[src/rtl/alu16_pkg.sv]
package alu16_pkg;

  typedef enum logic [3:0] {
    OP_ADD  = 4'd0,  OP_ADDC = 4'd1,  OP_SUB  = 4'd2,  OP_SUBC = 4'd3,
    OP_CMP  = 4'd4,  OP_DADD = 4'd5,  OP_AND  = 4'd6,  OP_BIT  = 4'd7,
    OP_BIC  = 4'd8,  OP_BIS  = 4'd9,  OP_XOR  = 4'd10, OP_MOV  = 4'd11,
    OP_RRC  = 4'd12, OP_RRA  = 4'd13, OP_SWPB = 4'd14, OP_SXT  = 4'd15
  } aluOp_e;

  typedef enum logic [2:0] {
    U_ADD, U_DEC, U_LOGIC, U_SHIFT, U_SWAP, U_SEXT, U_PASS
  } unit_e;

  typedef enum logic [1:0] {L_AND, L_OR, L_XOR, L_ANDN} logicOp_e;

  typedef enum logic [1:0] {CI_ZERO, CI_ONE, CI_FLAG} carrySel_e;

  typedef enum logic [1:0] {V_ZERO, V_ARITH, V_BOTHNEG} vSel_e;

  // strobes steering the datapath
  typedef struct packed {
    unit_e     unit;
    logicOp_e  lop;
    carrySel_e cin;
    logic      invSrc;
    logic      arithShift;
    logic      forceWord;
    logic      cFromZ;
    vSel_e     vSel;
  } dpCtrl_t;

  // strobes leaving the block as write enables
  typedef struct packed {
    logic wrRes;
    logic weC;
    logic weZ;
    logic weN;
    logic weV;
  } wrCtrl_t;

endpackage

[src/rtl/alu16_ctrl.sv]
module alu16_ctrl
  import alu16_pkg::*;
(
  input  logic [3:0] opSel,
  output dpCtrl_t    dpCtrl,
  output wrCtrl_t    wrCtrl
);

  always_comb begin
    dpCtrl.unit       = U_PASS;
    dpCtrl.lop        = L_AND;
    dpCtrl.cin        = CI_ZERO;
    dpCtrl.invSrc     = 1'b0;
    dpCtrl.arithShift = 1'b0;
    dpCtrl.forceWord  = 1'b0;
    dpCtrl.cFromZ     = 1'b0;
    dpCtrl.vSel       = V_ZERO;
    wrCtrl.wrRes      = 1'b1;
    wrCtrl.weC        = 1'b1;
    wrCtrl.weZ        = 1'b1;
    wrCtrl.weN        = 1'b1;
    wrCtrl.weV        = 1'b1;

    case (opSel)
      OP_ADD: begin
        dpCtrl.unit = U_ADD;
        dpCtrl.vSel = V_ARITH;
      end
      OP_ADDC: begin
        dpCtrl.unit = U_ADD;
        dpCtrl.cin  = CI_FLAG;
        dpCtrl.vSel = V_ARITH;
      end
      OP_SUB, OP_CMP: begin
        dpCtrl.unit   = U_ADD;
        dpCtrl.cin    = CI_ONE;
        dpCtrl.invSrc = 1'b1;
        dpCtrl.vSel   = V_ARITH;
        wrCtrl.wrRes  = (opSel != OP_CMP);
      end
      OP_SUBC: begin
        dpCtrl.unit   = U_ADD;
        dpCtrl.cin    = CI_FLAG;
        dpCtrl.invSrc = 1'b1;
        dpCtrl.vSel   = V_ARITH;
      end
      OP_DADD: begin
        dpCtrl.unit = U_DEC;
        dpCtrl.cin  = CI_FLAG;
        wrCtrl.weV  = 1'b0;
      end
      OP_AND, OP_BIT: begin
        dpCtrl.unit   = U_LOGIC;
        dpCtrl.lop    = L_AND;
        dpCtrl.cFromZ = 1'b1;
        wrCtrl.wrRes  = (opSel != OP_BIT);
      end
      OP_XOR: begin
        dpCtrl.unit   = U_LOGIC;
        dpCtrl.lop    = L_XOR;
        dpCtrl.cFromZ = 1'b1;
        dpCtrl.vSel   = V_BOTHNEG;
      end
      OP_BIC, OP_BIS: begin
        dpCtrl.unit = U_LOGIC;
        dpCtrl.lop  = (opSel == OP_BIC) ? L_ANDN : L_OR;
        wrCtrl.weC  = 1'b0;
        wrCtrl.weZ  = 1'b0;
        wrCtrl.weN  = 1'b0;
        wrCtrl.weV  = 1'b0;
      end
      OP_MOV: begin
        dpCtrl.unit = U_PASS;
        wrCtrl.weC  = 1'b0;
        wrCtrl.weZ  = 1'b0;
        wrCtrl.weN  = 1'b0;
        wrCtrl.weV  = 1'b0;
      end
      OP_RRC, OP_RRA: begin
        dpCtrl.unit       = U_SHIFT;
        dpCtrl.arithShift = (opSel == OP_RRA);
      end
      OP_SWPB: begin
        dpCtrl.unit      = U_SWAP;
        dpCtrl.forceWord = 1'b1;
        wrCtrl.weC       = 1'b0;
        wrCtrl.weZ       = 1'b0;
        wrCtrl.weN       = 1'b0;
        wrCtrl.weV       = 1'b0;
      end
      default: begin
        dpCtrl.unit      = U_SEXT;
        dpCtrl.forceWord = 1'b1;
        dpCtrl.cFromZ    = 1'b1;
      end
    endcase
  end

endmodule

[src/rtl/alu16_datapath.sv]
module alu16_datapath
  import alu16_pkg::*;
#(
  parameter int WIDTH = 16
) (
  input  logic [WIDTH-1:0] src,
  input  logic [WIDTH-1:0] dst,
  input  logic             byteOp,
  input  logic             carryIn,
  input  dpCtrl_t          ctrl,
  output logic [WIDTH-1:0] res,
  output logic             cOut,
  output logic             zOut,
  output logic             nOut,
  output logic             vOut
);

  localparam int HALF   = WIDTH / 2;
  localparam int NIBS   = WIDTH / 4;
  localparam int HNIBS  = NIBS / 2;

  logic             useByte;
  logic [WIDTH-1:0] bOp;
  logic             ci;

  assign useByte = byteOp & ~ctrl.forceWord;
  assign bOp     = ctrl.invSrc ? ~src : src;

  always_comb begin
    case (ctrl.cin)
      CI_ONE:  ci = 1'b1;
      CI_FLAG: ci = carryIn;
      default: ci = 1'b0;
    endcase
  end

  // binary adder, both widths
  logic [WIDTH:0] sumWord;
  logic [HALF:0]  sumByte;
  logic           addCarry;

  assign sumWord  = {1'b0, dst} + {1'b0, bOp} + {{WIDTH{1'b0}}, ci};
  assign sumByte  = {1'b0, dst[HALF-1:0]} + {1'b0, bOp[HALF-1:0]}
                  + {{HALF{1'b0}}, ci};
  assign addCarry = useByte ? sumByte[HALF] : sumWord[WIDTH];

  // decimal adder: one corrector per nibble, carry rippling upward
  logic [NIBS:0]    decCy;
  logic [WIDTH-1:0] decRes;
  logic             decCarry;

  assign decCy[0] = ci;

  for (genvar g = 0; g < NIBS; g++) begin : g_digit
    logic [4:0] digitSum;
    assign digitSum     = {1'b0, dst[4*g +: 4]} + {1'b0, src[4*g +: 4]}
                        + {4'd0, decCy[g]};
    assign decCy[g+1]   = (digitSum > 5'd9);
    assign decRes[4*g +: 4] = decCy[g+1] ? (digitSum[3:0] + 4'd6)
                                         : digitSum[3:0];
  end

  assign decCarry = useByte ? decCy[HNIBS] : decCy[NIBS];

  // bitwise unit
  logic [WIDTH-1:0] logicRes;

  always_comb begin
    case (ctrl.lop)
      L_OR:    logicRes = src | dst;
      L_XOR:   logicRes = src ^ dst;
      L_ANDN:  logicRes = ~src & dst;
      default: logicRes = src & dst;
    endcase
  end

  // right shifter
  logic [WIDTH-1:0] shiftRes;
  logic             fillByte;
  logic             fillWord;

  assign fillByte = ctrl.arithShift ? dst[HALF-1]  : carryIn;
  assign fillWord = ctrl.arithShift ? dst[WIDTH-1] : carryIn;

  always_comb begin
    if (useByte)
      shiftRes = {{HALF{1'b0}}, fillByte, dst[HALF-1:1]};
    else
      shiftRes = {fillWord, dst[WIDTH-1:1]};
  end

  // byte swap and sign extension
  logic [WIDTH-1:0] swapRes;
  logic [WIDTH-1:0] sextRes;

  assign swapRes = {dst[HALF-1:0], dst[WIDTH-1:HALF]};
  assign sextRes = {{HALF{dst[HALF-1]}}, dst[HALF-1:0]};

  // result select and width mask
  logic [WIDTH-1:0] rawRes;

  always_comb begin
    case (ctrl.unit)
      U_ADD:   rawRes = sumWord[WIDTH-1:0];
      U_DEC:   rawRes = decRes;
      U_LOGIC: rawRes = logicRes;
      U_SHIFT: rawRes = shiftRes;
      U_SWAP:  rawRes = swapRes;
      U_SEXT:  rawRes = sextRes;
      default: rawRes = src;
    endcase
  end

  assign res = useByte ? {{HALF{1'b0}}, rawRes[HALF-1:0]} : rawRes;

  // flags
  logic aMsb;
  logic bMsb;
  logic srcMsb;

  assign aMsb   = useByte ? dst[HALF-1] : dst[WIDTH-1];
  assign bMsb   = useByte ? bOp[HALF-1] : bOp[WIDTH-1];
  assign srcMsb = useByte ? src[HALF-1] : src[WIDTH-1];

  assign zOut = useByte ? (res[HALF-1:0] == '0) : (res == '0);
  assign nOut = useByte ? res[HALF-1] : res[WIDTH-1];

  always_comb begin
    if (ctrl.cFromZ)
      cOut = ~zOut;
    else begin
      case (ctrl.unit)
        U_ADD:   cOut = addCarry;
        U_DEC:   cOut = decCarry;
        U_SHIFT: cOut = dst[0];
        default: cOut = 1'b0;
      endcase
    end
  end

  always_comb begin
    case (ctrl.vSel)
      V_ARITH:   vOut = (aMsb == bMsb) && (nOut != aMsb);
      V_BOTHNEG: vOut = srcMsb & aMsb;
      default:   vOut = 1'b0;
    endcase
  end

endmodule

[src/rtl/alu16_flags.sv]
module alu16_flags
  import alu16_pkg::*;
(
  input  logic [15:0] srcIn,
  input  logic [15:0] dstIn,
  input  logic [3:0]  opSel,
  input  logic        byteOp,
  input  logic        carryIn,
  output logic [15:0] result,
  output logic        resultWe,
  output logic        cFlag,
  output logic        zFlag,
  output logic        nFlag,
  output logic        vFlag,
  output logic        cWe,
  output logic        zWe,
  output logic        nWe,
  output logic        vWe
);

  dpCtrl_t dpCtrl;
  wrCtrl_t wrCtrl;

  alu16_ctrl u_ctrl (
    .opSel  (opSel),
    .dpCtrl (dpCtrl),
    .wrCtrl (wrCtrl)
  );

  alu16_datapath #(.WIDTH(16)) u_dp (
    .src     (srcIn),
    .dst     (dstIn),
    .byteOp  (byteOp),
    .carryIn (carryIn),
    .ctrl    (dpCtrl),
    .res     (result),
    .cOut    (cFlag),
    .zOut    (zFlag),
    .nOut    (nFlag),
    .vOut    (vFlag)
  );

  assign resultWe = wrCtrl.wrRes;
  assign cWe      = wrCtrl.weC;
  assign zWe      = wrCtrl.weZ;
  assign nWe      = wrCtrl.weN;
  assign vWe      = wrCtrl.weV;

endmodule

[config.mk]
export PLATFORM = sky130hd
export DESIGN_NAME = alu16_flags
export DESIGN_NICKNAME = d
export VERILOG_FILES = /design/src/rtl/alu16_pkg.sv /design/src/rtl/alu16_ctrl.sv /design/src/rtl/alu16_datapath.sv /design/src/rtl/alu16_flags.sv
export SDC_FILE = /design/constraint.sdc
export NUM_CORES = 1
export LEC_CHECK = 0
export CORE_ASPECT_RATIO = 1.5
export CORE_UTILIZATION = 37
export DETAILED_ROUTE_END_ITERATION = 8
export GPL_TIMING_DRIVEN = 0
export MAX_ROUTING_LAYER = met4
export PLACE_DENSITY_LB_ADDON = 0.15
export SETUP_SLACK_MARGIN = 0.4
export SLEW_MARGIN = 20
export SYNTH_ARGS = -nofsm -noshare
export SYNTH_HDL_FRONTEND = slang
export SYNTH_HIERARCHICAL = 1
export SYNTH_SLANG_ARGS = --single-unit
[constraint.sdc]
create_clock -name vclk -period 17.78
set_clock_uncertainty 0.05 [all_clocks]
set_input_delay 4.445 -clock vclk [all_inputs]
set_output_delay 4.445 -clock vclk [all_outputs]
set_load 0.05 [all_outputs]
==> flow_summary_export.csv <==
group,metric,value,unit
outcome,status,"finished, final reports clean",
logic_synthesis,seq_area_frac_synth,0,
logic_synthesis,yosysTopAreaCell,"ha_1",
detailed_routing,dr.pass1.iters,5,
critical_path,cp-end-kind,"primary output",
timing,slew_headroom,0.4013,
power_and_ir_drop,pwr-share-comb,1.000,
detailed_routing,detail_route.wl_per_cell,19.90,um
critical_path,crit_buf_inv,7,
critical_path,cpLargestDelayFamily,"adder cells",
power_and_ir_drop,swShare,0.6119,
placement,dp_hpwl,12830,um
logic_synthesis,muxShareOfSynthArea,0.03252,
critical_path,critPathKind,"input port to primary output",
placement,placement.io_buffers,63,
placement,routabilityCongestion,1.012,
timing,finalHoldViolCount,0,
detailed_routing,dr_wl_met3,870,um
timing,period_minus_slack,16.92,ns
floorplanning,dieArea,11560,um2
cells_and_area,fin_nets,791,
global_routing,grt_max_degree,11,
power_and_ir_drop,power,0.2699,mW
detailed_routing,routed_via_density,5.918,
cells_and_area,nFillCells,1132,
timing,max_freq,59.10,MHz
power_and_ir_drop,leakagePower,2.366,nW
logic_synthesis,synth_compound_area_frac,0.3146,
logic_synthesis,syn_area,4116,um2
power_and_ir_drop,seq_power_share,0,
detailed_routing,ant_nets,0,
logic_synthesis,synth_top_family_by_area,"compound AO/OA/AOI/OAI gates",
timing,rsz0062_at_grt,"no",
critical_path,cp_common_cell,"fa_2",
logic_synthesis,synthTopCellsByArea,"ha_1 (17%), xor2_1 (8.9%), inv_1 (5.8%), a21oi_1 (5.5%), fa_1 (4.9%)",
floorplanning,row_count,46,
logic_synthesis,ys_types,75,
logic_synthesis,synth_fa_ha_area_frac,0.2185,
logic_synthesis,synth_cells,607,
cells_and_area,ff_latch_area,0,um2
logic_synthesis,synth_most_common_cell,"inv_1",
critical_path,cpMaxStageDelayCell,"fa_2",
timing,finalCritPeriodShare,0.9517,
cells_and_area,seq_cells,0,
cells_and_area,area.growth.synth_to_final,28.45,%
cells_and_area,multi_input_area,3939,um2
critical_path,crit_arrival,12.43,ns
critical_path,worst_path_largest_cell_delay,0.41,ns
detailed_routing,vias,4912,
clocking,ctsHoldBuffers,0,
floorplanning,core_area,10710,um2
detailed_routing,top_layer,"met4",
global_routing,antenna_found_initial,0,
min_path,hold_class,"input port to primary output",
floorplanning,die-height,131.2,um
critical_path,start_kind,"input port",
detailed_routing,wl_met1,6198,um
logic_synthesis,synth_nets,710,
floorplanning,io_pins,63,
logic_synthesis,synth_top_area_frac,0.1672,
detailed_routing,wl_met2,8347,um
power_and_ir_drop,switchingPower,0.1651,mW
logic_synthesis,yosys_warnings,6,
timing,setup_violations,0,
floorplanning,die_w,88.12,um
power_and_ir_drop,pwr-share-clk,0,
logic_synthesis,yosys-top-cells-count,"inv_1 (64), ha_1 (55), a21oi_1 (45)",
logic_synthesis,synth.avg_cell_area,6.782,um2
detailed_routing,drt_iter0_markers,316,
power_and_ir_drop,internal_power,0.1047,mW
critical_path,crit_required,13.29,ns
global_routing,grt_pass1_vias,4857,
global_routing,grt_pass1_wl,25590,um
power_and_ir_drop,ir_worst_vdd,30.53,uV
power_and_ir_drop,power.density,51.04,nW/um2
job,cap_viol_max_count,0,
detailed_routing,drc,0,
cells_and_area,antennaDiodeCount,0,
critical_path,cp_max_fo,6,
floorplanning,initial_utilization,0.3845,
timing,slew_violations,0,
detailed_routing,wl,16520,um
timing,worstMarginPinSlew,0.8931,ns
cells_and_area,drive_above_1_share,0.1327,
logic_synthesis,synthSimpleGateAreaFrac,0.2261,
global_routing,overflow,0,
timing,tns,0,ns
global_routing,grt_util_all_layers,0.2921,
logic_synthesis,synthXorXnorAreaFrac,0.1106,
cells_and_area,clock_buffer_count,0,
==> power groups by stage <==
stage	registers, mW	logic [mW]	clock network, mW
after global placement	0	0.240	0
after floorplan	0	0.166	0
after global routing	0	0.289	0
after detailed placement	0	0.244	0
after CTS	0	0.261	0
final	0	0.270	0
==> logic make-up after synthesis <==
| logic type | after synthesis |
|---|---|
| simple gates | 181 |
| buf+inv | 97 |
| fa+ha+maj | 66 |
| mux | 13 |
| xor+xnor | 52 |
| compound gates | 198 |
==> worst min-delay path, delay by kind of cell <==
kind / cells / cell delay, ns
AND/OR/NAND/NOR: 1 / 0.12
AO/OA/AOI/OAI: 1 / 0.16
buffers and inverters: 3 / 0.42
==> cells in the final DEF, fill, tap and decap left out, types with 4 or more instances in the layout <==
cell type / count
inv_1: 60
clkdlybuf4s50_1: 52
ha_1: 51
nand2_1: 41
xor2_1: 40
a21oi_1: 39
nor2_1: 37
o21ai_0: 36
buf_4: 22
clkbuf_1: 16
nand3_1: 16
nand2b_1: 14
o21ai_1: 14
a31oi_1: 14
nor3_1: 12
a21o_1: 12
and3_1: 10
mux2i_1: 10
a22oi_1: 10
a211oi_1: 8
fa_2: 8
xnor2_1: 7
and2_1: 6
o22ai_1: 6
inv_2: 6
nor2b_1: 6
buf_2: 6
o211ai_1: 6
dlymetal6s2s_1: 4
buf_6: 4
a21oi_2: 4
or3_1: 4
o311ai_0: 4
nor4_1: 4
==> metrics by stage <==
| step | hold slack, ns | worst slack, ns | utilization | instances | area (um2) |
|---|---|---|---|---|---|
| after floorplan | 9.123 | 0.3978 | - | 607 | 4126 |
| after global placement | 10.23 | -1.300 | 0.4612 | 814 | 4937 |
| after detailed placement | 10.23 | -1.495 | 0.4621 | 814 | 4947 |
| after CTS | 9.813 | 0.3720 | 0.4852 | 824 | 5194 |
| after global routing | 9.573 | 0.4973 | 0.4939 | 830 | 5288 |
| final | 9.534 | 0.8593 | 0.4939 | 830 | 5288 |
==> layout make-up <==
class	instances	share of cell area
Timing Repair Buffer	79	0.1434
Inverter	66	0.04685
Multi-Input combinational cell	510	0.7449
Tap cell	144	0.03407
Buffer	31	0.03076
==> layer usage <==
metal / vias up / track usage
met2: 200 / 0.5073
li1: 2333 / -
met3: 70 / 0.02010
met5: - / -
met4: 0 / 0.1613
met1: 2309 / 0.3224
==> path summary, 6_finish.rpt <==
path | to | cells after the start | start
hold / removal | cFlag | 5 | opSel[1]
setup / recovery | cFlag | 40 | opSel[1]
==> what timing repair did <==
item                       4_1_cts  5_1_grt
setup buffers                   10        6
setup endpoints to repair        8        7
pin swaps                       19       18
resized for setup               67       14
No activity file was read; power rests on OpenSTA's default activity.
